`src/rtl/opstat_pkg.sv`:
```
package opstat_pkg;
  typedef enum logic [1:0] {
    OS_HALT  = 2'b00,
    OS_NEGOT = 2'b01,
    OS_STEP  = 2'b10,
    OS_RUN   = 2'b11
  } opstat_e;

  localparam int FLAG_Z = 0;
  localparam int FLAG_N = 1;
  localparam int FLAG_C = 2;
endpackage

```
`src/rtl/opstat_fsm.sv`:
```
module opstat_fsm
  import opstat_pkg::*;
(
  input  logic    clk,
  input  logic    rst,
  input  logic    halt_req,
  input  logic    step_req,
  input  logic    run_req,
  input  logic    irq_req,
  input  logic    ie_n,
  input  logic    irq_ack,
  output opstat_e state,
  output logic    grant
);
  opstat_e nxt;
  logic    accept;

  // an interrupt is taken only from free-running mode with enable low
  assign accept = (state == OS_RUN) && irq_req && !ie_n && !halt_req;

  always_comb begin
    nxt = state;
    if (halt_req) begin
      nxt = OS_HALT;
    end else begin
      unique case (state)
        OS_HALT: begin
          if (run_req)       nxt = OS_RUN;
          else if (step_req) nxt = OS_STEP;
        end
        OS_STEP: begin
          if (run_req) nxt = OS_RUN;
        end
        OS_RUN: begin
          if (accept)        nxt = OS_NEGOT;
          else if (step_req) nxt = OS_STEP;
        end
        OS_NEGOT: begin
          if (irq_ack) nxt = OS_RUN;
        end
        default: nxt = OS_HALT;
      endcase
    end
  end

  always_ff @(posedge clk) begin
    if (rst) begin
      state <= OS_HALT;
      grant <= 1'b0;
    end else begin
      state <= nxt;
      grant <= accept;
    end
  end
endmodule

```
`src/rtl/opstat_result_eval.sv`:
```
module opstat_result_eval #(
  parameter int DATA_W = 16
) (
  input  logic              take,
  input  logic [DATA_W-1:0] data,
  output logic              hit_zero,
  output logic              hit_neg
);
  localparam int MSB = DATA_W - 1;

  assign hit_zero = take && (data == '0);
  assign hit_neg  = take && data[MSB];
endmodule

```
`src/rtl/opstat_flags.sv`:
```
module opstat_flags #(
  parameter int FLAG_W = 8
) (
  input  logic              clk,
  input  logic              rst,
  input  logic              clr,
  input  logic [FLAG_W-1:0] set_vec,
  output logic [FLAG_W-1:0] flags
);
  for (genvar i = 0; i < FLAG_W; i++) begin : g_bit
    always_ff @(posedge clk) begin
      if (rst || clr)     flags[i] <= 1'b0;
      else if (set_vec[i]) flags[i] <= 1'b1;
    end
  end
endmodule

```
`src/rtl/opstat_arbiter.sv`:
```
module opstat_arbiter
  import opstat_pkg::*;
#(
  parameter int FLAG_W = 8,
  parameter int DATA_W = 16
) (
  input  logic              clk,
  input  logic              rst,
  input  logic              halt_req,
  input  logic              step_req,
  input  logic              run_req,
  input  logic              irq_req,
  input  logic              ie_n,
  input  logic              irq_ack,
  input  logic [FLAG_W-1:0] flag_set,
  input  logic              flag_clr,
  input  logic              res_valid,
  input  logic [DATA_W-1:0] res_data,
  output logic              res_ready,
  output logic              st1,
  output logic              st0,
  output logic              dec_inhibit,
  output logic              irq_grant,
  output logic [FLAG_W-1:0] flags
);
  opstat_e           state;
  logic [1:0]        st_code;
  logic              res_take;
  logic              hit_zero;
  logic              hit_neg;
  logic [FLAG_W-1:0] set_all;

  opstat_fsm u_fsm (
    .clk     (clk),
    .rst     (rst),
    .halt_req(halt_req),
    .step_req(step_req),
    .run_req (run_req),
    .irq_req (irq_req),
    .ie_n    (ie_n),
    .irq_ack (irq_ack),
    .state   (state),
    .grant   (irq_grant)
  );

  assign st_code     = state;
  assign st1         = st_code[1];
  assign st0         = st_code[0];
  assign dec_inhibit = ~st_code[1];

  assign res_ready = ~rst;
  assign res_take  = res_valid && res_ready;

  opstat_result_eval #(.DATA_W(DATA_W)) u_eval (
    .take    (res_take),
    .data    (res_data),
    .hit_zero(hit_zero),
    .hit_neg (hit_neg)
  );

  always_comb begin
    set_all         = flag_set;
    set_all[FLAG_Z] = flag_set[FLAG_Z] | hit_zero;
    set_all[FLAG_N] = flag_set[FLAG_N] | hit_neg;
  end

  opstat_flags #(.FLAG_W(FLAG_W)) u_flags (
    .clk    (clk),
    .rst    (rst),
    .clr    (flag_clr),
    .set_vec(set_all),
    .flags  (flags)
  );
endmodule

```
`config.mk`:
```
export PLATFORM = sky130hd
export DESIGN_NAME = opstat_arbiter
export DESIGN_NICKNAME = d
export VERILOG_FILES = /design/src/rtl/opstat_pkg.sv /design/src/rtl/opstat_fsm.sv /design/src/rtl/opstat_result_eval.sv /design/src/rtl/opstat_flags.sv /design/src/rtl/opstat_arbiter.sv
export SDC_FILE = /design/constraint.sdc
export NUM_CORES = 1
export LEC_CHECK = 0
export CORE_MARGIN = 5
export CORE_UTILIZATION = 33
export CTS_CLUSTER_SIZE = 14
export DETAILED_ROUTE_END_ITERATION = 8
export HOLD_SLACK_MARGIN = 0.06
export PLACE_DENSITY = 0.85
export SYNTH_ARGS = -nofsm -noshare
export SYNTH_HDL_FRONTEND = slang
export SYNTH_SLANG_ARGS = --single-unit
```
`constraint.sdc`:
```
create_clock -name clk -period 4.2 [get_ports clk]
set_clock_uncertainty 0.1 [all_clocks]
set_input_delay 1.26 -clock clk [delete_from_list [all_inputs] [get_ports clk]]
set_output_delay 1.26 -clock clk [all_outputs]
set_load 0.05 [all_outputs]
```
# == Word-level counts from Yosys, hierarchy flattened ==
# Cells that the tools add are included.
# W data, S select, Z words.
# word_totals
out_inout_bits,13
reg_bits,11
inputBits,34
# classes
mux,6
n_reduce_logical,13
bitwise,4
eq_ne,5
# op_table
cell,n
$logic_not A16 Y1,1
$mux W2,5
$pmux W2 S4,1
$logic_and A1 B1 Y1,6
$eq A2 B2 Y1 const B,2
$ne A2 B2 Y1 const B,2
$eq A2 B1 Y1 const B,1
$logic_not A1 Y1,2
$logic_not A2 Y1,1
$not A1 Y1,2
$or A1 B1 Y1,2
$reduce_and A2 Y1,1
$reduce_or A2 Y1,1
$logic_or A1 B1 Y1,1

# == Logic depth before layout (Yosys ltp) ==
# Gate-level depths: netlist (run 1).
# depth
word_depth,6
mapped_depth,5
ltp_nobuf,5

# == Modules after synthesis ==
# From an unflattened synthesis (run 1), not the netlist that was laid out.
# unflattened
cells_unflattened,59
hier_area_um2,565.5
# modules_own_cells
mod,cells_per_inst,area_per_inst_um2,n_inst,seq_area_each_um2
opstat_fsm,30,257.7,1,60.1
opstat_flags,17,231.5,1,160.2
opstat_result_eval,7,50.0,1,0.0
opstat_arbiter,5,26.3,1,0.0

# == Worst setup path before layout (run 1) ==
# OpenSTA, ideal clock, no wires.
# synth_path
path_kind,in2out
from,input rst
to,output res_ready
setup_slack_ps,1284
required_time_ps,2840
t_arrival_ps,1556
stages,1
path_cell_list,inv_1
# synth_between
elab_chain_cells,1
# synth_lines
element,line,text
start: declaration,opstat_arbiter.sv:8,"input logic rst,"
$not A1 Y1,opstat_arbiter.sv:51,assign res_ready = ~rst;
end: declaration,opstat_arbiter.sv:19,"output logic res_ready,"
# Every way passes these cells.

# == Worst setup path in the final report (run 1) ==
# Same ends and word-level chain as after synthesis.

==> results of run 1 <==
per-layer routing:
layer	routed length, um	part of all wire (%)	track usage (%)	vias up
met1	841	44	18.4	283
met3	258	14	5.62	3
met4	25	1.3	5.11	0
met2	777	41	22.9	45
li1	-	-	-	310
met5	0	0	0	-
placed cells by master, fill, tap and decap left out, drive strengths merged:
cell type      Yosys  routed
nand3              2       2
a2111oi            1       1
inv                3       3
nor3               4       4
nor4b              1       1
or3b               1       1
buf                0       1
dfxtp             11      11
nor2               5       5
or3                1       1
nor4bb             1       1
or2                2       2
clkdlybuf4s50      0      45
a211o              1       1
ha                 4       4
o21a               6       6
nor2b              3       3
nor4               2       2
a31oi              1       1
o21ai              5       5
nand3b             1       1
clkbuf             0       4
a211oi             1       1
o21ba              1       1
power by group:
group	switching [mW]	internal, mW	leakage, nW
Clock	0.0352	0.0368	0.0150
Sequential	0.00430	0.110	0.0904
Combinational	0.0505	0.0566	0.287
final timing paths:
kind	from	to	slack, ns	depth (start not counted)
min reg2reg	u_flags.flags[3]	u_flags.flags[3]	0.36	1
min	u_flags.flags[3]	u_flags.flags[3]	0.36	1
max reg2reg	u_fsm.state[1]	u_fsm.state[1]	2.36	5
max	rst	res_ready	0.83	3
state kept, by name, indices dropped and copies added (netlist names):
name,count
u_flags.flags,8
u_fsm.state,2
u_fsm.grant,1
kinds of logic after synthesis:
family | after synthesis
AO/OA/AOI/OAI | 16
adder cells (fa/ha/maj) | 4
buffers and inverters | 3
flip-flops | 11
AND/OR/NAND/NOR | 23
area by class of cell:
cell class	instances	area share [%]
flip-flops and latches	11	20.9
multi-input cells	43	30.1
clock buffers	4	2.50
repair buffers	46	43.5
well taps	16	1.90
inverters	3	1.07
per-stage QoR:
step           setup slack, ns  cell area (um2)
2_1_floorplan             1.28              548
3_3_place_gp             0.830             1030
3_5_place_dp             0.829             1030
4_1_cts                  0.827             1050
5_1_grt                  0.780             1050
6_report                 0.830             1050
worst max-delay path: cells and delay by family:
kind / cells / cell delay, ns
buf+inv: 3 / 0.75
==> results_dict.tcl, run 1 <==
set metrics [dict create \
    grt_pass1_wl_mm 2.89 \
    synthMuxAreaShare_pct 0 \
    wirelength_mm 1.90 \
    die_w_um 50.8 \
    n_antenna_cell 0 \
    setup_violations 0 \
    routedWlPerCell_um 15.5 \
    setup.worst_path.class "in2out" \
    maxSlewViolCount 0 \
    stdcell_count 123 \
    slowest_delay_ns 0.52 \
    htreeDepth 1 \
    avgSynthCellArea_um2 9.61 \
    clockBufferDepth 2 \
    synth_area_leader_cell "dfxtp_1" \
    fin_nets 146 \
    syn-cell-area_um2 548 \
    drtIter0Drc 7 \
    rsz0062_at_grt "no" \
    layout-drive-gt1-share_pct 7.48 \
    post-dp-hpwl_mm 1.63 \
    final-seq-area_um2 220 \
    grt_pass1_vias 627 \
    peakVddDrop_uv 172 \
    p_per_area_nw_per_um2 279 \
    synth_fa_ha_area_share_pct 9.13 \
    path_cells "clkdlybuf4s50_1 > inv_1 > buf_4" \
    holdWs_ns 0.364 \
    synthArstFlopShare_pct 0 \
    p_leak_nw 0.392 \
    synth-simple-area-share_pct 24.9 \
    initial_core_util_pct 35.6 \
    postRouteAntennaNets 0 \
    synth-compound-area-share_pct 23.7 \
    slowest_stage "clkdlybuf4s50_1" \
    total_power_uw 293 \
    ys_seq_area_share_pct 40.2 \
    grtUsageTotal_pct 14.7 \
    cp-end-kind "primary output" \
    placedCellCount 119 \
    core_region_area_um2 1540 \
    final.fill_count 113 \
    slew_headroom_pct 65.2 \
    path_max_fanout 4 \
    io_buffers 46 \
    drc 0 \
    status "finished clean" \
    ys_warn_count 0 \
    syn_to_final_growth_pct 92.0 \
    synth_top_area_share_pct 40.2 \
    postCtsSetupBuffers 0 \
    worstMarginPinSlew_ns 0.520 \
    clock.fmax_mhz 297 \
    yosysUniqueCellTypes 23 \
    routed_via_density 5.21 \
    ctsRootBufferMaster "clkbuf_4" \
    vias 641 \
    grt_max_degree 9 \
    totalNegativeSetupSlack_ns 0 \
    required_ns 2.84 \
    finalCritPeriodShare_pct 80.2 \
    synthCells 57 \
    rows 14 \
    synth_seq_cells 11 \
    die_area_um2 2580 \
    cts-resized-gates 0 \
    clk_pin_slew_ns 0.07 \
    grt_antenna_before_repair 0 \
    postSynthNetCount 95 \
    post-route-util_pct 68.3 \
    cts_buffers 3 \
    final_hold_viol_count 0 \
    synth-edff-count 0 \
    yosys.area_share.xor_xnor_pct 0 \
    netlist_top_cells_area "dfxtp_1 (40%), ha_1 (9.1%), o21a_1 (8.2%)" \
    cp-start-kind "input pin" \
    cap_viol_max_count 0 \
    hold_buffers 0 \
    ios 47 \
    worst_ep_arrival_time_ns 2.01 \
    yosys_most_used_dff "dfxtp_1" \
    yosysMostFrequentCell "dfxtp_1" \
    clkSinkCount 11 \
    die_h_um 50.8 \
    layout_min_cycle_time_ns 3.37 \
    synth_commonest_cells "dfxtp_1 (11), o21a_1 (6), nor2_1 (5), ha_1 (4), nor3_1 (4)" \
    first_pass_iters 4 \
    grt-ovfl-total 0 \
    cts_tree "done" \
    clkLatencyLatePin_ns 0.27 \
    multi_input_area_um2 317 \
    synth_top_family_by_area "simple AND/OR/NAND/NOR gates" \
    min_path_type "reg2reg" \
    gp_congestion 0.795 \
]
Note: power is estimated with default switching activity, not from simulation.
==> inputs of run 2 (changes only) <==
--- a/config.mk
+++ b/config.mk
@@ -6,11 +6,11 @@
 export NUM_CORES = 1
 export LEC_CHECK = 0
 export CORE_MARGIN = 5
-export CORE_UTILIZATION = 33
+export CORE_UTILIZATION = 27
 export CTS_CLUSTER_SIZE = 14
 export DETAILED_ROUTE_END_ITERATION = 8
 export HOLD_SLACK_MARGIN = 0.06
-export PLACE_DENSITY = 0.85
+export PLACE_DENSITY = 0.75
 export SYNTH_ARGS = -nofsm -noshare
 export SYNTH_HDL_FRONTEND = slang
 export SYNTH_SLANG_ARGS = --single-unit
==> constraint.sdc (replaced) <==
create_clock -name clk -period 2.8 [get_ports clk]
set_clock_uncertainty 0.1 [all_clocks]
set_input_delay 0.84 -clock clk [delete_from_list [all_inputs] [get_ports clk]]
set_output_delay 0.84 -clock clk [all_outputs]
set_load 0.05 [all_outputs]
==> run 2 against run 1 <==
  * Clock power rose by 43%
  * Utilization fell by 13 points
  * Highest routed layer unchanged
  * Largest power group unchanged
  * Sequential power rose by 51%
==> results_dict.tcl, run 2 (synthesis gave the netlist of run 1 again) <==
set metrics [dict create \
    status "finished clean" \
    clk_pin_slew_ns 0.06 \
    gp_congestion 0.871 \
    final.fill_count 189 \
    wirelength_mm 1.75 \
    final_hold_viol_count 0 \
    rows 16 \
    postRouteAntennaNets 0 \
    vias 617 \
    regMostFlops "u_flags.flags" \
    grt_pass1_vias 679 \
    drtIter0Drc 0 \
    layout_min_cycle_time_ns 2.53 \
    post-route-util_pct 55.5 \
    placedCellCount 130 \
    rsz0062_at_grt "no" \
    maxSlewViolCount 0 \
    p_per_area_nw_per_um2 406 \
    peakVddDrop_uv 197 \
    htreeDepth 1 \
    stdcell_count 134 \
    cts-resized-gates 0 \
    cp-end-kind "primary output" \
    mostFrequentLayoutCell "clkdlybuf4s50_1" \
    min_path_cells 1 \
    ctsRootBufferMaster "clkbuf_4" \
    p_leak_nw 0.397 \
    ff2ff_setup_slack_ns 0.95 \
    grt_max_degree 9 \
    hp-start "u_flags.flags[3]" \
    clock.fmax_mhz 395 \
    setup.worst_path.class "in2out" \
    final_cell_mix "clkdlybuf4s50_1 (45), dfxtp_1 (11), o21a_1 (6)" \
    syn_to_final_growth_pct 96.8 \
    clkLatencyLatePin_ns 0.26 \
    required_ns 1.86 \
    worstMarginPinSlew_ns 0.505 \
    io_buffers 46 \
    ios 47 \
    routed_via_density 4.60 \
    min_path_type "reg2reg" \
    drc 0 \
    r2r-end "u_fsm.state[1]" \
    layout-drive-gt1-share_pct 7.48 \
    grt_antenna_before_repair 0 \
    slew_headroom_pct 66.2 \
    largest_register_ffs 8 \
    cts_tree "done" \
    cp-start-kind "input pin" \
    clkSinkCount 11 \
    die_h_um 55.1 \
    first_pass_iters 1 \
    core_region_area_um2 1940 \
    routedWlPerCell_um 13.0 \
    hold_end "u_flags.flags[3]" \
    fin_nets 146 \
    grt_pass1_wl_mm 2.67 \
    n_antenna_cell 0 \
    reg2reg_from "u_fsm.state[1]" \
    grt-ovfl-total 0 \
    reg_top3 "u_flags.flags x8, u_fsm.state x2, u_fsm.grant x1" \
    hold_buffers 0 \
    initial_core_util_pct 28.2 \
    ff2ff_path_depth 5 \
    clockBufferDepth 2 \
    cap_viol_max_count 0 \
    setup_violations 0 \
    die_area_um2 3030 \
    finalCritPeriodShare_pct 90.5 \
    totalNegativeSetupSlack_ns 0 \
    post-dp-hpwl_mm 1.56 \
    postCtsSetupBuffers 0 \
    worst_ep_arrival_time_ns 1.59 \
    die_w_um 55.1 \
    cts_buffers 3 \
    grtUsageTotal_pct 12.4 \
    path_max_fanout 4 \
]
## run 2: worst max path at each step
stage / start / to / cells after the start
after floorplan: u_fsm.state[1] / u_fsm.state[1] / 5
after global placement: rst / res_ready / 3
after detailed placement: rst / res_ready / 3
after CTS: rst / res_ready / 3
after global routing: u_fsm.state[1] / dec_inhibit / 2
final: rst / res_ready / 3
## run 2: final cells by class
cell class              count  area (um2)  area share (%)
clock buffers               4        26.3            2.44
inverters                   3        11.3            1.04
multi-input cells          43         317            29.4
flip-flops and latches     11         220            20.4
well taps                  27        33.8            3.13
repair buffers             46         470            43.6
## run 2: routing by layer
metal / up-vias / routed length [um] / global-route usage, %
met5: - / 0 / 0
met4: 0 / 13 / 6.88
met3: 2 / 259 / 3.75
met2: 33 / 881 / 24.2
met1: 275 / 594 / 11.0
li1: 307 / - / -
## run 2: where the power goes
group | internal (mW) | switching (mW)
registers | 0.165 | 0.00655
logic | 0.0867 | 0.0771
clock network | 0.0550 | 0.0477
## run 2: through the flow
stage	instance area, um2	setup slack, ns	hold slack (ns)	power, mW
final	1080	0.266	0.363	0.438
after global routing	1080	0.203	0.392	0.466
after CTS	1080	0.260	0.368	0.445
after detailed placement	1050	0.264	0.352	0.340
after global placement	1050	0.283	0.346	0.336
after floorplan	548	0.373	0.640	0.258
## run 2: critical path: stages
cell and delay, ns:
clkdlybuf4s50_1 0.52, inv_1 0.09, buf_12 0.15
==> inputs of run 3 (changes only) <==
--- a/config.mk
+++ b/config.mk
@@ -5,6 +5,7 @@
 export SDC_FILE = /design/constraint.sdc
 export NUM_CORES = 1
 export LEC_CHECK = 0
+export CAP_MARGIN = 25
 export CORE_MARGIN = 5
 export CORE_UTILIZATION = 27
 export CTS_CLUSTER_SIZE = 14
==> results of run 3 <==
Same layout as run 2: the final DEF is identical, and so are final timing and power.
